<file path="src/rtl/dfu_pkg.sv">
package dfu_pkg;
  typedef enum logic [3:0] {
    ST_APP_IDLE   = 4'd0,
    ST_APP_DETACH = 4'd1,
    ST_IDLE       = 4'd2,
    ST_DN_SYNC    = 4'd3,
    ST_DN_BUSY    = 4'd4,
    ST_DN_IDLE    = 4'd5,
    ST_MAN_SYNC   = 4'd6,
    ST_MAN        = 4'd7,
    ST_MAN_WAIT   = 4'd8,
    ST_UP_IDLE    = 4'd9,
    ST_ERROR      = 4'd10
  } dfu_state_e;

  typedef enum logic [2:0] {
    RQ_DETACH    = 3'd0,
    RQ_DNLOAD    = 3'd1,
    RQ_UPLOAD    = 3'd2,
    RQ_GETSTATUS = 3'd3,
    RQ_CLRSTATUS = 3'd4,
    RQ_GETSTATE  = 3'd5,
    RQ_ABORT     = 3'd6,
    RQ_BAD       = 3'd7
  } req_kind_e;

  localparam logic [7:0] TYPE_H2D    = 8'h21;
  localparam logic [7:0] TYPE_D2H    = 8'hA1;
  localparam logic [3:0] STS_OK      = 4'h0;
  localparam logic [3:0] STS_STALLED = 4'hF;
endpackage

</file>
<file path="src/rtl/dfu_req_decode.sv">
module dfu_req_decode
  import dfu_pkg::*;
#(
  parameter int LEN_W = 16
) (
  input  logic [7:0]       req_type_i,
  input  logic [7:0]       req_code_i,
  input  logic [LEN_W-1:0] req_len_i,
  output req_kind_e        kind_o,
  output logic             len_zero_o
);
  logic       code_ok;
  logic       dir_in;
  logic [7:0] need_type;

  assign code_ok    = (req_code_i[7:3] == 5'd0) && (req_code_i[2:0] != 3'd7);
  // upload, get-status and get-state move data toward the host
  assign dir_in     = (req_code_i[2:0] == 3'd2) || (req_code_i[2:0] == 3'd3) ||
                      (req_code_i[2:0] == 3'd5);
  assign need_type  = dir_in ? TYPE_D2H : TYPE_H2D;
  assign len_zero_o = (req_len_i == '0);

  always_comb begin
    if (code_ok && (req_type_i == need_type)) kind_o = req_kind_e'(req_code_i[2:0]);
    else                                      kind_o = RQ_BAD;
  end
endmodule

</file>
<file path="src/rtl/dfu_state_ctrl.sv">
module dfu_state_ctrl
  import dfu_pkg::*;
#(
  parameter bit START_IN_DFU = 1'b1,
  parameter int VAL_W        = 16,
  parameter int LEN_W        = 16
) (
  input  logic             clk_i,
  input  logic             rst_ni,
  input  logic             req_vld_i,
  input  req_kind_e        kind_i,
  input  logic             len_zero_i,
  input  logic [VAL_W-1:0] req_value_i,
  input  logic [LEN_W-1:0] req_len_i,
  input  logic             mem_done_i,
  input  logic             mem_err_i,
  input  logic [3:0]       mem_err_code_i,
  input  logic             bus_reset_i,
  output dfu_state_e       state_o,
  output dfu_state_e       nxt_state_o,
  output logic [3:0]       status_o,
  output logic [3:0]       nxt_status_o,
  output logic             stat_req_o,
  output logic             state_req_o,
  output logic             stall_o,
  output logic             dn_start_o,
  output logic             up_start_o,
  output logic             abort_o,
  output logic [VAL_W-1:0] blk_num_o,
  output logic [LEN_W-1:0] xfer_len_o
);
  localparam dfu_state_e RST_ST = START_IN_DFU ? ST_IDLE : ST_APP_IDLE;

  dfu_state_e state_q, nxt_state;
  logic [3:0] status_q, nxt_status;
  logic       blk_done_q, blk_done_d;
  logic       ill, dn, up, ab, gs, gst, busy;

  assign busy = (state_q == ST_DN_BUSY) || (state_q == ST_MAN) || (state_q == ST_MAN_WAIT);

  always_comb begin
    nxt_state  = state_q;
    nxt_status = status_q;
    blk_done_d = blk_done_q;
    ill = 1'b0; dn = 1'b0; up = 1'b0; ab = 1'b0; gs = 1'b0; gst = 1'b0;
    if (bus_reset_i) begin
      if (state_q == ST_APP_DETACH)    nxt_state = ST_IDLE;
      else if (state_q == ST_MAN_WAIT) nxt_state = ST_APP_IDLE;
    end else if (req_vld_i) begin
      case (kind_i)
        RQ_DETACH: begin
          if (state_q == ST_APP_IDLE) nxt_state = ST_APP_DETACH;
          else ill = 1'b1;
        end
        RQ_DNLOAD: begin
          if (state_q == ST_IDLE && !len_zero_i) begin
            nxt_state = ST_DN_SYNC; dn = 1'b1;
          end else if (state_q == ST_DN_IDLE) begin
            if (len_zero_i) nxt_state = ST_MAN_SYNC;
            else begin nxt_state = ST_DN_SYNC; dn = 1'b1; end
          end else ill = 1'b1;
        end
        RQ_UPLOAD: begin
          if ((state_q == ST_IDLE || state_q == ST_UP_IDLE) && !len_zero_i) begin
            nxt_state = ST_UP_IDLE; up = 1'b1;
          end else ill = 1'b1;
        end
        RQ_GETSTATUS: begin
          if (busy) ill = 1'b1;
          else begin
            gs = 1'b1;
            if (state_q == ST_DN_SYNC)
              nxt_state = blk_done_q ? ST_DN_IDLE : ST_DN_BUSY;
            else if (state_q == ST_MAN_SYNC)
              nxt_state = ST_MAN;
          end
        end
        RQ_CLRSTATUS: begin
          if (state_q == ST_ERROR) begin nxt_state = ST_IDLE; nxt_status = STS_OK; end
          else ill = 1'b1;
        end
        RQ_GETSTATE: begin
          if (busy) ill = 1'b1;
          else gst = 1'b1;
        end
        RQ_ABORT: begin
          if (state_q == ST_IDLE || state_q == ST_DN_IDLE || state_q == ST_UP_IDLE) begin
            nxt_state = ST_IDLE; nxt_status = STS_OK; ab = 1'b1;
          end else ill = 1'b1;
        end
        default: ill = 1'b1;
      endcase
      if (ill) begin
        nxt_state = ST_ERROR; nxt_status = STS_STALLED; gs = 1'b0; gst = 1'b0;
      end
    end else if (mem_err_i && (state_q == ST_DN_SYNC || state_q == ST_DN_BUSY ||
                               state_q == ST_MAN || state_q == ST_UP_IDLE)) begin
      nxt_state  = ST_ERROR;
      nxt_status = mem_err_code_i;
    end else if (mem_done_i) begin
      case (state_q)
        ST_DN_SYNC: blk_done_d = 1'b1;
        ST_DN_BUSY: begin nxt_state = ST_DN_SYNC; blk_done_d = 1'b1; end
        ST_MAN:     nxt_state = ST_MAN_WAIT;
        ST_UP_IDLE: nxt_state = ST_IDLE;
        default:    ;
      endcase
    end
    if (dn) blk_done_d = 1'b0;
  end

  always_ff @(posedge clk_i or negedge rst_ni) begin
    if (!rst_ni) begin
      state_q    <= RST_ST;
      status_q   <= STS_OK;
      blk_done_q <= 1'b0;
      stall_o    <= 1'b0;
      dn_start_o <= 1'b0;
      up_start_o <= 1'b0;
      abort_o    <= 1'b0;
      blk_num_o  <= '0;
      xfer_len_o <= '0;
    end else begin
      state_q    <= nxt_state;
      status_q   <= nxt_status;
      blk_done_q <= blk_done_d;
      stall_o    <= ill;
      dn_start_o <= dn;
      up_start_o <= up;
      abort_o    <= ab;
      if (dn || up) begin
        blk_num_o  <= req_value_i;
        xfer_len_o <= req_len_i;
      end
    end
  end

  assign state_o      = state_q;
  assign status_o     = status_q;
  assign nxt_state_o  = nxt_state;
  assign nxt_status_o = nxt_status;
  assign stat_req_o   = gs;
  assign state_req_o  = gst;
endmodule

</file>
<file path="src/rtl/dfu_resp_pack.sv">
module dfu_resp_pack
  import dfu_pkg::*;
#(
  parameter logic [7:0] STR_IDX = 8'h00,
  parameter int         POLL_W  = 24
) (
  input  logic              clk_i,
  input  logic              rst_ni,
  input  logic              stat_req_i,
  input  logic              state_req_i,
  input  dfu_state_e        cur_state_i,
  input  dfu_state_e        nxt_state_i,
  input  logic [3:0]        nxt_status_i,
  input  logic [POLL_W-1:0] poll_ms_i,
  output logic [POLL_W+23:0] status_resp_o,
  output logic              status_vld_o,
  output logic [7:0]        state_resp_o,
  output logic              state_vld_o
);
  localparam int POLL_BYTES = POLL_W / 8;

  logic [POLL_W-1:0] poll_le;

  // bytes leave lowest first, so byte b of the timeout lands at byte b+1 of the reply
  for (genvar b = 0; b < POLL_BYTES; b++) begin : g_poll
    assign poll_le[8*b +: 8] = poll_ms_i[8*b +: 8];
  end

  always_ff @(posedge clk_i or negedge rst_ni) begin
    if (!rst_ni) begin
      status_resp_o <= '0;
      status_vld_o  <= 1'b0;
      state_resp_o  <= '0;
      state_vld_o   <= 1'b0;
    end else begin
      status_vld_o <= stat_req_i;
      state_vld_o  <= state_req_i;
      if (stat_req_i)
        status_resp_o <= {STR_IDX, 4'h0, nxt_state_i, poll_le, 4'h0, nxt_status_i};
      if (state_req_i)
        state_resp_o <= {4'h0, cur_state_i};
    end
  end
endmodule

</file>
<file path="src/rtl/dfu_req_fsm.sv">
module dfu_req_fsm
  import dfu_pkg::*;
#(
  parameter bit         START_IN_DFU = 1'b1,
  parameter logic [7:0] STR_IDX      = 8'h00,
  parameter int         VAL_W        = 16,
  parameter int         LEN_W        = 16,
  parameter int         POLL_W       = 24
) (
  input  logic              clk_i,
  input  logic              rst_ni,
  input  logic              setup_valid_i,
  input  logic [7:0]        req_type_i,
  input  logic [7:0]        req_code_i,
  input  logic [VAL_W-1:0]  req_value_i,
  input  logic [LEN_W-1:0]  req_len_i,
  input  logic              mem_done_i,
  input  logic              mem_err_i,
  input  logic [3:0]        mem_err_code_i,
  input  logic              bus_reset_i,
  input  logic [POLL_W-1:0] poll_ms_i,
  output logic [3:0]        state_o,
  output logic [3:0]        status_o,
  output logic              stall_o,
  output logic              dn_start_o,
  output logic              up_start_o,
  output logic              abort_o,
  output logic [VAL_W-1:0]  blk_num_o,
  output logic [LEN_W-1:0]  xfer_len_o,
  output logic [POLL_W+23:0] status_resp_o,
  output logic              status_vld_o,
  output logic [7:0]        state_resp_o,
  output logic              state_vld_o
);
  req_kind_e  kind;
  logic       len_zero;
  dfu_state_e cur_state, nxt_state;
  logic [3:0] nxt_status;
  logic       stat_req, state_req;

  dfu_req_decode #(.LEN_W(LEN_W)) u_dec (
    .req_type_i (req_type_i),
    .req_code_i (req_code_i),
    .req_len_i  (req_len_i),
    .kind_o     (kind),
    .len_zero_o (len_zero)
  );

  dfu_state_ctrl #(
    .START_IN_DFU(START_IN_DFU), .VAL_W(VAL_W), .LEN_W(LEN_W)
  ) u_ctrl (
    .clk_i          (clk_i),
    .rst_ni         (rst_ni),
    .req_vld_i      (setup_valid_i),
    .kind_i         (kind),
    .len_zero_i     (len_zero),
    .req_value_i    (req_value_i),
    .req_len_i      (req_len_i),
    .mem_done_i     (mem_done_i),
    .mem_err_i      (mem_err_i),
    .mem_err_code_i (mem_err_code_i),
    .bus_reset_i    (bus_reset_i),
    .state_o        (cur_state),
    .nxt_state_o    (nxt_state),
    .status_o       (status_o),
    .nxt_status_o   (nxt_status),
    .stat_req_o     (stat_req),
    .state_req_o    (state_req),
    .stall_o        (stall_o),
    .dn_start_o     (dn_start_o),
    .up_start_o     (up_start_o),
    .abort_o        (abort_o),
    .blk_num_o      (blk_num_o),
    .xfer_len_o     (xfer_len_o)
  );

  dfu_resp_pack #(.STR_IDX(STR_IDX), .POLL_W(POLL_W)) u_resp (
    .clk_i         (clk_i),
    .rst_ni        (rst_ni),
    .stat_req_i    (stat_req),
    .state_req_i   (state_req),
    .cur_state_i   (cur_state),
    .nxt_state_i   (nxt_state),
    .nxt_status_i  (nxt_status),
    .poll_ms_i     (poll_ms_i),
    .status_resp_o (status_resp_o),
    .status_vld_o  (status_vld_o),
    .state_resp_o  (state_resp_o),
    .state_vld_o   (state_vld_o)
  );

  assign state_o = cur_state;
endmodule

</file>
<file path="config.mk">
export PLATFORM = sky130hd
export DESIGN_NAME = dfu_req_fsm
export DESIGN_NICKNAME = d
export VERILOG_FILES = /design/src/rtl/dfu_pkg.sv /design/src/rtl/dfu_req_decode.sv /design/src/rtl/dfu_state_ctrl.sv /design/src/rtl/dfu_resp_pack.sv /design/src/rtl/dfu_req_fsm.sv
export SDC_FILE = /design/constraint.sdc
export NUM_CORES = 1
export LEC_CHECK = 0
export BUFFER_PORTS_ARGS = -buffer_cell sky130_fd_sc_hd__buf_2
export CORE_ASPECT_RATIO = 0.6
export CORE_MARGIN = 4
export CORE_UTILIZATION = 52
export DETAILED_ROUTE_END_ITERATION = 12
export GPL_TIMING_DRIVEN = 0
export PLACE_DENSITY = 0.86
export SLEW_MARGIN = 20
export SYNTH_ARGS = -nofsm -noshare
export SYNTH_HDL_FRONTEND = slang
export SYNTH_SLANG_ARGS = --single-unit
export TNS_END_PERCENT = 20
</file>
<file path="constraint.sdc">
create_clock -name clk_i -period 4.6 [get_ports clk_i]
set_input_delay 0.92 -clock clk_i [delete_from_list [all_inputs] [get_ports clk_i]]
set_output_delay 0.92 -clock clk_i [all_outputs]
set_load 0.01 [all_outputs]
</file>
==> impl_metrics.yaml <==
outcome:
  status: "complete, no violations"
critical_path:
  cp.required_ps: 4810
  r2r_start: "u_ctrl.state_o[1]$_DFF_PN1_"
  path_cells: "buf_2 -> nor4b_1 -> nand3_1 -> nor2_1 -> and2_1 -> buf_4 -> buf_4 -> mux2_2"
  end_kind: "flip-flop"
  cpMostUsedCell: "buf_4"
  crit_slowest_cell: "nor4b_1"
  rrSetupSlack_ps: 1850
  start_kind: "primary input"
  crit_arrival_ps: 3010
  worstSetupPathType: "in2reg"
  r2r-end: "u_ctrl.status_o[0]$_DFF_PN0_"
  crit_buf_inv: 3
  cp_max_fo: 10
  slowest_delay_ps: 420
  ff2ff_path_depth: 7
  cpLargestDelayFamily: "simple AND/OR/NAND/NOR gates"
global_routing:
  grt_pass1_vias: 3554
  overflow: 0
  antenna_found_initial: 0
  grt_pass1_wl_um: 19000
  grt_usage: 0.242
  grt_max_degree: 59
sta:
  grt_setup_unrepaired: "no"
  tightestPinTransition_ps: 755
  finalHoldViolCount: 0
  slew_viol_final: 0
  slew_headroom: 0.496
  setup_tns_ps: 0
  setup_ws_ps: 1800
  fin_worst_skew_ps: 4.38
  setup_violations: 0
  finalCritPeriodShare: 0.609
  fmax_mhz: 357
  fin_crit_ps: 2800
synth:
  netlist.area_leader.share: 0.482
  synth.most_common_cell: "dfrtp_1"
  yosysUniqueCellTypes: 59
  synth.area.top_cells: "dfrtp_1 (48%), mux2_4 (11%), mux2_2 (9.0%), buf_4 (4.6%), nand2_1 (1.9%)"
  ys_seq_elements: 83
  seq_area_frac_synth: 0.488
  syn_area_sq_um: 4260
  synthFlopType: "dfrtp_1"
  async_flop_share: 1.00
  ys_top_cells_by_count: "dfrtp_1 (82), mux2_2 (34), mux2_4 (30)"
  yosys.area.top_type: "dfrtp_1"
  synth_edf_count: 0
  synth.avg_cell_area_sq_um: 11.8
  synthCells: 361
  ys_warn_count: 0
hold_path:
  min_path_type: "in2async"
layout:
  drive_above_1_share: 0.519
  final_cells: 667
  final_nets: 636
  antenna-diode-count: 0
  fillers: 551
  area_delta_synth_final_pct: 31.7
  utilization: 0.709
clock_network:
  cts.sinks: 83
  post_cts_buffers: 0
  cts_tree: "yes"
  cts_resized: 0
  clock-root-buffer: "clkbuf_16"
  worstSkewPairLatency_ps: 330
  clk_pin_slew_worst_paths_ps: 60
  hold_buffers: 0
  cts_inserted_buffers: 9
  h-tree-depth: 3
  cts_buffer_depth: 2
placed_design:
  io_buffers: 162
  dpl.cell_count: 651
  place_congestion: 0.977
  dp_hpwl_um: 9320
  post-place-ws_ps: 1500
route:
  viasPerCell: 5.47
  avgRoutedWirePerCell_um: 17.8
  wl_um: 11900
  drt-pass1-iter-count: 5
  route.detailed.drc: 0
  num_vias: 3650
  ant_nets: 0
  drtIter0Drc: 378
power:
  power.switching_uw: 380
  p_seq_frac: 0.459
  peakVddDrop_v: 0.000193
  cellInternalPower_mw: 1.22
  clockPowerShare: 0.449
  switching_share: 0.238
  p_per_area_nw_per_um2: 285
  comb_power_share: 0.092
  leakagePower_nw: 3.16
floorplanning:
  die_y_um: 78.1
  rows: 25
  initial_core_util: 0.538
  core_sq_um: 7910
  die_area_sq_um: 9750
  die_x_um: 125
  io_pins: 184
run:
  drv_cap: 0
## worst register-to-register path, stage by stage, from the launching register on
cell and delay (ps):
dfstp_2 550, buf_4 160, nor2b_1 330, o21ai_0 210, a2111oi_2 770, a41oi_1 270, a22oi_1 250, nand2_1 70
## worst max-delay path by stage
stage             startpoint                                    to  slack [ps]  depth (start not counted)
6_report       req_type_i[2]  u_resp.status_resp_o[19]$_DFFE_PN0P_        1800                          8
5_1_grt        req_code_i[4]  u_resp.status_resp_o[18]$_DFFE_PN0P_        1620                          8
4_1_cts        req_type_i[2]  u_resp.status_resp_o[19]$_DFFE_PN0P_        1830                          8
3_5_place_dp   req_code_i[4]  u_resp.status_resp_o[19]$_DFFE_PN0P_        1500                          8
3_3_place_gp   req_type_i[2]  u_resp.status_resp_o[21]$_DFFE_PN0P_        1500                          8
2_1_floorplan  req_type_i[2]  u_resp.status_resp_o[12]$_DFFE_PN0P_        1990                          7
## cells in the final DEF (no fill, tap or decap), types with 3 or more instances in the layout
master and n:
buf_2 167, dfrtp_1 82, mux2_2 34, mux2_4 30, buf_4 27, nand2_1 22
nor2_1 20, conb_1 20, nand3_1 10, a21oi_1 9, clkbuf_16 9, o21ai_0 8
o31ai_1 7, inv_1 6, clkbuf_1 6, nor4_1 6, nand2b_1 6, nor3_1 6
nor4b_1 5, nand4_1 5, a31oi_1 4, a211oi_1 4, mux2i_1 3, nor3b_1 3
and2_1 3, a22oi_1 3, o311ai_0 3, buf_6 3
## flip-flops by register name, indices dropped and copies added (netlist names)
register and count:
u_resp.status_resp_o 32, u_ctrl.blk_num_o 16, u_ctrl.xfer_len_o 16, u_ctrl.state_o 4, u_ctrl.status_o 4, u_resp.state_resp_o 4, u_ctrl.abort_o 1, u_ctrl.blk_done_q 1
u_ctrl.dn_start_o 1, u_ctrl.stall_o 1, u_ctrl.up_start_o 1, u_resp.state_vld_o 1, u_resp.status_vld_o 1
## cells by family after synthesis
logic type | share of synthesized area
buf+inv | 0.0740
simple gates | 0.124
xor+xnor | 0.00411
other cells | 0.000880
flops | 0.488
mux | 0.203
compound gates | 0.107
## cell type report
| cell class | instances | area (sq um) | share of cell area |
|---|---|---|---|
| Sequential cell | 83 | 2080 | 0.371 |
| Clock buffer | 9 | 225 | 0.0402 |
| Tap cell | 108 | 135 | 0.0241 |
| Buffer | 42 | 285 | 0.0509 |
| Timing Repair Buffer | 163 | 841 | 0.150 |
| Multi-Input combinational cell | 247 | 1940 | 0.346 |
| Clock inverter | 7 | 76.3 | 0.0136 |
| Inverter | 8 | 30.0 | 0.00535 |
## power groups by stage
| stage | Combinational (mW) | Clock [mW] | Sequential [mW] |
|---|---|---|---|
| final | 0.147 | 0.717 | 0.733 |
| after global routing | 0.162 | 0.771 | 0.732 |
| after CTS | 0.144 | 0.734 | 0.733 |
| after detailed placement | 0.144 | 0 | 0.746 |
| after global placement | 0.139 | 0 | 0.746 |
| after floorplan | 0.0703 | 0 | 0.747 |
## stage by stage
stage	hold WS [ps]	area [sq um]	power, mW
floorplan	468	4330	0.818
global placement	479	5280	0.885
detailed placement	480	5310	0.890
CTS	491	5610	1.61
global route	505	5610	1.67
finish	496	5610	1.60
## per-layer routing
metal | routed length (um) | track usage | vias up
met4 | 106 | 0.0552 | 0
met2 | 5420 | 0.360 | 216
met3 | 1330 | 0.0952 | 14
met5 | 0 | 0 | -
met1 | 5040 | 0.336 | 1751
li1 | - | - | 1669
Note: power is estimated with default switching activity, not from simulation.
